$ cat config.mk
export PLATFORM = sky130hd
export DESIGN_NAME = msb_guard_cmp
export DESIGN_NICKNAME = d
export VERILOG_FILES = /design/src/rtl/msb_guard_pkg.sv /design/src/rtl/mg_rst_sync.sv /design/src/rtl/mg_guard_reg.sv /design/src/rtl/mg_flip_meter.sv /design/src/rtl/msb_guard_cmp.sv
export SDC_FILE = /design/constraint.sdc
export NUM_CORES = 1
export LEC_CHECK = 0
export ABC_AREA = 1
export CAP_MARGIN = 20
export CORE_MARGIN = 8
export CORE_UTILIZATION = 46
export CTS_BUF_LIST = sky130_fd_sc_hd__clkbuf_8
export CTS_CLUSTER_DIAMETER = 80
export DETAILED_ROUTE_END_ITERATION = 8
export PLACE_DENSITY = 0.69
export SLEW_MARGIN = 20
export SYNTH_ARGS = -nofsm -noshare
export SYNTH_HDL_FRONTEND = slang
export SYNTH_SLANG_ARGS = --single-unit
$ cat constraint.sdc
create_clock -name clk -period 2.47 [get_ports clk]
set_clock_uncertainty 0.05 [all_clocks]
set_input_delay 0.247 -clock clk [delete_from_list [all_inputs] [get_ports clk]]
set_output_delay 0.247 -clock clk [all_outputs]
set_load 0.03 [all_outputs]
$ cat src/rtl/msb_guard_pkg.sv
package msb_guard_pkg;

  // number of positions that differ between two words
  function automatic int unsigned flip_count(input logic [63:0] x, input logic [63:0] y);
    flip_count = $countones(x ^ y);
  endfunction

endpackage

$ cat src/rtl/mg_rst_sync.sv
module mg_rst_sync (
  input  logic clk,
  input  logic rst_n,
  output logic rst_sync_n
);
  logic [1:0] stg_q;

  always_ff @(posedge clk or negedge rst_n) begin
    if (!rst_n) stg_q <= 2'b00;
    else        stg_q <= {stg_q[0], 1'b1};
  end

  assign rst_sync_n = stg_q[1];
endmodule

$ cat src/rtl/mg_guard_reg.sv
module mg_guard_reg #(
  parameter int unsigned DW = 15
) (
  input  logic          clk,
  input  logic          rst_n,
  input  logic          load_en,
  input  logic [DW-1:0] d,
  output logic [DW-1:0] q
);
  logic [DW-1:0] q_nxt;

  always_comb begin
    q_nxt = q;
    if (load_en) q_nxt = d;
  end

  always_ff @(posedge clk or negedge rst_n) begin
    if (!rst_n) q <= '0;
    else        q <= q_nxt;
  end
endmodule

$ cat src/rtl/mg_flip_meter.sv
module mg_flip_meter
  import msb_guard_pkg::*;
#(
  parameter int unsigned DW    = 15,
  parameter int unsigned CNT_W = 32
) (
  input  logic             clk,
  input  logic             rst_n,
  input  logic             load_en,
  input  logic [DW-1:0]    cur_a,
  input  logic [DW-1:0]    nxt_a,
  input  logic [DW-1:0]    cur_b,
  input  logic [DW-1:0]    nxt_b,
  output logic [CNT_W-1:0] cnt
);
  logic [CNT_W-1:0] cnt_nxt;
  logic [CNT_W-1:0] delta;

  always_comb begin
    delta   = CNT_W'(flip_count(64'(cur_a), 64'(nxt_a)) + flip_count(64'(cur_b), 64'(nxt_b)));
    cnt_nxt = cnt;
    if (load_en) cnt_nxt = cnt + delta;
  end

  always_ff @(posedge clk or negedge rst_n) begin
    if (!rst_n) cnt <= '0;
    else        cnt <= cnt_nxt;
  end
endmodule

$ cat src/rtl/msb_guard_cmp.sv
module msb_guard_cmp #(
  parameter int unsigned W     = 16,
  parameter int unsigned CNT_W = 32
) (
  input  logic             clk,
  input  logic             rst_n,
  input  logic             in_vld,
  input  logic [W-1:0]     opd_a,
  input  logic [W-1:0]     opd_b,
  output logic             gt_out,
  output logic             out_vld,
  output logic [CNT_W-1:0] toggle_cnt
);
  localparam int unsigned LW    = W - 1;
  localparam int unsigned N_OPD = 2;

  logic                      rst_sync_n;
  logic                      top_eq;
  logic                      lo_load;
  logic [N_OPD-1:0][LW-1:0]  lo_d;
  logic [N_OPD-1:0][LW-1:0]  lo_q;
  logic                      lo_gt;

  // decision stage registers
  logic vld_q, vld_nxt;
  logic eq_q, eq_nxt;
  logic amsb_q, amsb_nxt;

  mg_rst_sync u_rst (
    .clk        (clk),
    .rst_n      (rst_n),
    .rst_sync_n (rst_sync_n)
  );

  assign top_eq  = (opd_a[W-1] == opd_b[W-1]);
  assign lo_load = in_vld & top_eq;
  assign lo_d[0] = opd_a[LW-1:0];
  assign lo_d[1] = opd_b[LW-1:0];

  for (genvar g = 0; g < N_OPD; g++) begin : g_hold
    mg_guard_reg #(.DW(LW)) u_hold (
      .clk     (clk),
      .rst_n   (rst_sync_n),
      .load_en (lo_load),
      .d       (lo_d[g]),
      .q       (lo_q[g])
    );
  end

  assign lo_gt = (lo_q[0] > lo_q[1]);

  mg_flip_meter #(.DW(LW), .CNT_W(CNT_W)) u_meter (
    .clk     (clk),
    .rst_n   (rst_sync_n),
    .load_en (lo_load),
    .cur_a   (lo_q[0]),
    .nxt_a   (lo_d[0]),
    .cur_b   (lo_q[1]),
    .nxt_b   (lo_d[1]),
    .cnt     (toggle_cnt)
  );

  always_comb begin
    vld_nxt  = in_vld;
    eq_nxt   = eq_q;
    amsb_nxt = amsb_q;
    if (in_vld) begin
      eq_nxt   = top_eq;
      amsb_nxt = opd_a[W-1];
    end
  end

  always_ff @(posedge clk or negedge rst_sync_n) begin
    if (!rst_sync_n) begin
      vld_q  <= 1'b0;
      eq_q   <= 1'b0;
      amsb_q <= 1'b0;
    end else begin
      vld_q  <= vld_nxt;
      eq_q   <= eq_nxt;
      amsb_q <= amsb_nxt;
    end
  end

  assign out_vld = vld_q;
  assign gt_out  = eq_q ? lo_gt : amsb_q;
endmodule

==> flow_metrics.py, run 1 <==
metrics = {
    "run_status": {
        "status": "finished, violations left",
        "violations": "negative setup slack",
    },
    "floorplan": {
        "initial_core_util": 0.470,
        "ioPinCount": 69,
        "die_h_um": 121,
        "row_count": 38,
        "die_x_um": 121,
        "die-area_um2": 14700,
        "core_area_um2": 10800,
    },
    "clock_tree": {
        "tritoncts": "built",
        "clock_sinks": 67,
        "cts_buffers": 9,
        "clk_path_buf_depth": 2,
        "cts_htree_levels": 3,
        "clk_pin_slew_ns": 0.07,
        "clock_latency_ns": 0.36,
        "cts_root_buffer": "clkbuf_8",
    },
    "worst_setup_path": {
        "cp_max_fo": 2,
        "critical_path.cell_chain": "xor2_1 -> ha_1 -> fa_1 -> inv_1 -> fa_1 -> fa_1 -> inv_1 -> fa_1 -> inv_1 -> fa_1 -> fa_2 -> inv_2 -> fa_2 -> nand2_2 -> nand3_4 -> buf_4 -> buf_6 -> nand2_4 -> xor2_1 -> o21ai_1",
        "slowest_delay_ns": 0.56,
        "start_kind": "flip-flop",
        "slowest_stage": "fa_1",
        "worst_r2r_endpoint": "u_meter.cnt[4]$_DFFE_PN0P_",
        "crit_buf_inv": 6,
        "startpoint": "g_hold[1].u_hold.q[6]$_DFFE_PN0P_",
        "r2r_slack_ns": -2.53,
        "critPathRequiredTime_ns": 2.66,
        "cp_top_family": "adder cells",
        "crit_path_frequent_cell": "fa_1",
        "rr_worst_depth": 20,
        "critical_path_cell_count": 20,
        "r2r-start": "g_hold[1].u_hold.q[6]$_DFFE_PN0P_",
        "criticalPathCategory": "flip-flop to flip-flop",
        "endpoint": "u_meter.cnt[4]$_DFFE_PN0P_",
        "end_kind": "flip-flop",
        "cp_data_arrival_time_ns": 5.19,
    },
    "route": {
        "drtIter0Drc": 283,
        "ant_nets": 0,
        "wl_um": 13100,
        "drcViolationCount": 0,
        "wl_per_cell_um": 14.7,
        "drt_pass1_iterations": 5,
        "num_vias": 4376,
        "viasPerCell": 4.90,
    },
    "timing": {
        "max_freq_mhz": 200,
        "maxSlewHeadroom": 0.600,
        "hold_viol_final": 0,
        "worst_slew_pin_slew_ns": 0.600,
        "setup-violations-final": 32,
        "finalCritPeriodShare": 2.02,
        "timing.final.ws_setup_ns": -2.53,
        "finalCriticalPeriod_ns": 5.00,
        "finalMaxSlewViolations": 0,
        "rsz0062_at_grt": "true",
    },
    "final_layout": {
        "nets": 852,
        "nFillCells": 920,
        "stdcell_area_um2": 6800,
        "diodes": 0,
        "drive_gt1_frac": 0.186,
        "syn2layout_area_growth_pct": 33.4,
    },
    "yosys": {
        "synth_edf_count": 0,
        "syn_nets": 736,
        "ys_ff_latch": 67,
        "syn_area_per_cell_um2": 8.06,
        "synthArstFlopShare": 1.00,
        "synth-main-ff-cell": "dfrtp_1",
        "synth_cell_type_count": 34,
        "syn_inst": 632,
        "synth_area_leaders": "dfrtp_1 (33%), nand2_1 (14%), fa_1 (11%)",
        "ys_warn_count": 0,
        "yosys.area.top_type": "dfrtp_1",
        "ys_seq_area_frac": 0.329,
        "yosysTopAreaCellShare": 0.329,
        "synth_area_um2": 5090,
    },
    "place": {
        "postPlaceCellArea_um2": 6270,
        "hpwl_um": 9650,
        "dpl_worst_slack_ns": -2.90,
        "io_buffers": 68,
        "gp_congestion": 0.873,
    },
    "global_routing": {
        "grt_max_degree": 48,
        "grt-ovfl-total": 0,
        "antenna_found_initial": 0,
        "grt_pass1_wl_um": 21800,
        "grt_pass1_vias": 4626,
        "grt_usage": 0.184,
    },
    "run": {
        "drv_cap": 0,
    },
    "hold_path": {
        "hold_path.class": "flip-flop to async pin",
    },
}
==> registers in the layout, indices dropped and copies added (netlist names) <==
signal	flops
eq_q	1
u_meter.cnt	32
g_hold.u_hold.q	30
amsb_q	1
out_vld	1
u_rst.stg_q	2
==> synthesized netlist by cell type (4+ instances only) <==
master / number
xor2_1: 35
inv_1: 117
nor2_4: 4
fa_1: 27
nand3_1: 27
a21oi_1: 9
dfrtp_1: 67
o21ai_0: 18
nor2_1: 31
xnor2_1: 10
ha_1: 42
nand2_2: 8
nand4_1: 10
nand2_1: 184
nand3b_1: 4
buf_2: 6
o21ai_1: 9
==> final cells by class <==
cell class | instances | area [um2] | share of cell area
tap | 140 | 175 | 0.0258
timing repair buffer | 114 | 1070 | 0.157
clock buffer | 10 | 138 | 0.0202
clock inverter | 6 | 56.3 | 0.00828
multi-input combinational | 436 | 3230 | 0.475
sequential | 67 | 1680 | 0.247
inverter | 120 | 455 | 0.0670
==> kinds of logic after synthesis <==
family | Yosys count | share of synthesized area
flops | 67 | 0.329
other cells | 1 | 0.000736
compound gates | 37 | 0.0368
simple gates | 284 | 0.248
fa+ha+maj | 69 | 0.209
xor+xnor | 45 | 0.0774
buf+inv | 129 | 0.0990
==> worst reg2reg max path, stage by stage, from the launching register on <==
cell	delay, ns
dfrtp_1	0.38
xor2_1	0.14
ha_1	0.32
fa_1	0.56
inv_1	0.05
fa_1	0.46
fa_1	0.52
inv_1	0.05
fa_1	0.48
inv_1	0.05
fa_1	0.49
fa_2	0.20
inv_2	0.05
fa_2	0.37
nand2_2	0.09
nand3_4	0.09
buf_4	0.15
buf_6	0.11
nand2_4	0.05
xor2_1	0.15
o21ai_1	0.07
==> layout by cell type (no fill, tap or decap), types with 3 or more instances in the layout <==
master,synthesis,final
dfrtp_1,67,66
clkbuf_8,0,10
nand3b_1,4,4
ha_1,42,40
o21ai_2,0,4
xnor2_1,10,8
nor2_2,3,5
nand2_1,184,166
xor2_1,35,34
o21ai_1,9,11
a21oi_1,9,8
nand4_1,10,10
nand3_1,27,11
clkdlybuf4s50_1,0,67
o21ai_0,18,12
nand2_4,1,9
buf_4,1,39
nand3_4,1,8
fa_1,27,25
nor2_1,31,27
nand2_2,8,18
nand3_2,2,11
nor2_4,4,6
clkinv_2,1,3
inv_1,117,117
nor3_1,3,3
buf_6,1,5
==> what timing repair did <==
item | in CTS | in global routing
endpoints found under the setup margin | 32 | 33
setup buffers | 2 | 4
pin swaps | 12 | 23
endpoints found under the hold margin | 2 | 0
gates resized for setup | 20 | 44
hold buffers | 1 | 0
==> stage by stage <==
step,util,TNS [ns],cells,hold WS (ns)
after detailed placement,0.578,-86.64,870,0.251
after global placement,0.578,-85.70,870,0.242
after global routing,0.627,-81.73,893,0.288
final,0.627,-76.02,893,0.230
after CTS,0.606,-74.58,889,0.257
after floorplan,-,-66.61,632,-0.0986
==> worst min-delay path by stage <==
stage,to,slack (ns),cells past startpoint
finish,u_meter.cnt[5]$_DFFE_PN0P_,0.23,0
global route,u_meter.cnt[5]$_DFFE_PN0P_,0.29,0
CTS,u_meter.cnt[5]$_DFFE_PN0P_,0.26,0
detailed placement,u_meter.cnt[5]$_DFFE_PN0P_,0.25,0
global placement,u_meter.cnt[5]$_DFFE_PN0P_,0.24,0
floorplan,u_rst.stg_q[0]$_DFF_PN0_,-0.1,0
==> metal layers <==
| metal | global-route usage | part of all wire |
|---|---|---|
| met5 | 0 | 0 |
| met4 | 0.0648 | 0.021 |
| met3 | 0.0409 | 0.043 |
| met2 | 0.309 | 0.50 |
| met1 | 0.227 | 0.44 |
Power of run 1 is left out: the tool's default activity adds up to more than one toggle a clock period on the data nets, which glitch-free logic cannot reach.
==> inputs of run 2 (changes only) <==
- TNS_END_PERCENT: default -> 1
==> flow_metrics.py, run 2 (synthesized netlist as in run 1, its figures left out) <==
metrics = {
    "route": {
        "viasPerCell": 4.83,
        "drtIter0Drc": 254,
        "wl_um": 12300,
        "ant_nets": 0,
        "num_vias": 4274,
        "drt_pass1_iterations": 5,
        "wl_per_cell_um": 13.9,
        "drcViolationCount": 0,
    },
    "final_layout": {
        "largest_reg_flops": 32,
        "drive_gt1_frac": 0.142,
        "mostFrequentLayoutCell": "nand2_1",
        "max_flop_register": "u_meter.cnt",
        "nets": 844,
        "reg.largest.list": "u_meter.cnt: 32 flops, g_hold.u_hold.q: 30 flops, u_rst.stg_q: 2 flops",
        "diodes": 0,
        "regArea_um2": 1680,
        "multi_input_area_um2": 3020,
        "stdcell_area_um2": 6570,
        "most-common-layout-cells": "nand2_1 (179), inv_1 (114), clkdlybuf4s50_1 (67)",
        "nFillCells": 947,
        "syn2layout_area_growth_pct": 28.9,
    },
    "worst_setup_path": {
        "start_kind": "flip-flop",
        "startpoint": "g_hold[1].u_hold.q[3]$_DFFE_PN0P_",
        "critical_path.cell_chain": "xor2_1 -> ha_1 -> fa_1 -> inv_2 -> fa_1 -> fa_1 -> inv_1 -> fa_1 -> inv_1 -> fa_1 -> fa_2 -> inv_2 -> fa_2 -> nand2_1 -> nand3_2 -> nand3_2 -> nand2_2 -> nand2_1 -> nor2_2 -> nand2_1 -> nand2_1 -> nand2_1",
        "slowest_delay_ns": 0.57,
        "r2r-start": "g_hold[1].u_hold.q[3]$_DFFE_PN0P_",
        "end_kind": "flip-flop",
        "worst_r2r_endpoint": "u_meter.cnt[24]$_DFFE_PN0P_",
        "r2r_slack_ns": -2.50,
        "critPathRequiredTime_ns": 2.67,
        "cp_data_arrival_time_ns": 5.17,
        "criticalPathCategory": "flip-flop to flip-flop",
        "cp_max_fo": 3,
        "endpoint": "u_meter.cnt[24]$_DFFE_PN0P_",
        "rr_worst_depth": 22,
        "slowest_stage": "fa_1",
    },
    "global_routing": {
        "antenna_found_initial": 0,
        "grt_pass1_vias": 4544,
        "grt_max_degree": 66,
        "grt_usage": 0.178,
        "grt-ovfl-total": 0,
        "grt_pass1_wl_um": 21000,
    },
    "clock_tree": {
        "cts_root_buffer": "clkbuf_8",
        "cts_htree_levels": 3,
        "clock_sinks": 67,
        "tritoncts": "built",
        "clk_path_buf_depth": 2,
        "clk_pin_slew_ns": 0.08,
        "clock_latency_ns": 0.36,
        "cts_buffers": 9,
    },
    "run_status": {
        "status": "finished, violations left",
        "violations": "negative setup slack",
    },
    "timing": {
        "hold_viol_final": 0,
        "max_freq_mhz": 201,
        "setup-violations-final": 32,
        "rsz0062_at_grt": "true",
        "fin_tns_setup_ns": -73.51,
        "finalMaxSlewViolations": 0,
        "finalCritPeriodShare": 2.01,
        "finalCriticalPeriod_ns": 4.97,
        "timing.final.ws_setup_ns": -2.50,
    },
    "floorplan": {
        "initial_core_util": 0.470,
        "ioPinCount": 69,
        "die_h_um": 121,
        "die-area_um2": 14700,
        "core_area_um2": 10800,
        "die_x_um": 121,
        "row_count": 38,
    },
    "place": {
        "io_buffers": 68,
        "gp_congestion": 0.900,
        "hpwl_um": 9510,
        "postPlaceCellArea_um2": 6180,
    },
    "hold_path": {
        "hold_path.class": "flip-flop to async pin",
    },
    "run": {
        "drv_cap": 0,
    },
}
run 2: cell count changes in the layout (fill, tap and decap cells not counted), sizes merged:
cell      change
clkinvlp      -1
clkinv        -2
bufinv        +2
buf           -8
clkbuf        +1
run 2: per-stage QoR:
stage               utilization  hold slack, ns  cells  setup slack (ns)
floorplan                     -         -0.0986    632             -2.38
global placement          0.571           0.249    867             -2.86
detailed placement        0.571           0.260    867             -2.93
CTS                       0.602           0.266    885             -2.49
global route              0.606           0.262    885             -2.72
finish                    0.606           0.233    885             -2.50
run 2: worst min path at each step:
stage	from	endpoint	slack [ns]
floorplan	rst_n	u_rst.stg_q[0]$_DFF_PN0_	-0.1
global placement	u_rst.stg_q[1]$_DFF_PN0_	amsb_q$_DFFE_PN0P_	0.25
detailed placement	u_rst.stg_q[1]$_DFF_PN0_	out_vld$_DFF_PN0_	0.26
CTS	u_rst.stg_q[1]$_DFF_PN0_	out_vld$_DFF_PN0_	0.27
global route	u_rst.stg_q[1]$_DFF_PN0_	amsb_q$_DFFE_PN0P_	0.26
finish	u_rst.stg_q[1]$_DFF_PN0_	out_vld$_DFF_PN0_	0.23
run 2: final cells by class:
cell class                 instances  share of cell area
sequential                        67               0.256
multi-input combinational        436               0.460
inverter                         120              0.0688
tap                              140              0.0267
timing repair buffer             106               0.149
clock buffer                      11              0.0231
clock inverter                     5              0.0164
run 2: timing repair:
action                                  CTS  global route
cloned                                    0             0
endpoints found under the setup margin   33            33
buffers inserted                          1             0
resized for setup                        18            14
endpoints found under the hold margin     2             0
hold buffers                              1             0
pin swaps                                14            12
run 2: routing by layer:
| metal | vias up | routed length [um] | GRT usage |
|---|---|---|---|
| met5 | - | 0 | 0 |
| met4 | 0 | 310 | 0.0632 |
| met3 | 24 | 726 | 0.0600 |
| met2 | 91 | 5970 | 0.303 |
| met1 | 2016 | 5260 | 0.203 |
| li1 | 2143 | - | - |
run 2: critical path, delay by kind of cell (launching register included):
kind	cells	cell delay, ns
buffers and inverters	4	0.22
and+or+nand+nor	9	0.73
DFF	1	0.39
adders and majority gates	8	3.32
xor gates and xnor gates	1	0.16
Power of run 2 is left out for the same reason.
==> inputs of run 3 (changes only) <==
- CTS_BUF_LIST: sky130_fd_sc_hd__clkbuf_8 -> default
==> results of run 3 <==
No change in the layout: final DEF, timing and power equal those of run 2.
Power of run 3 is left out for the same reason.
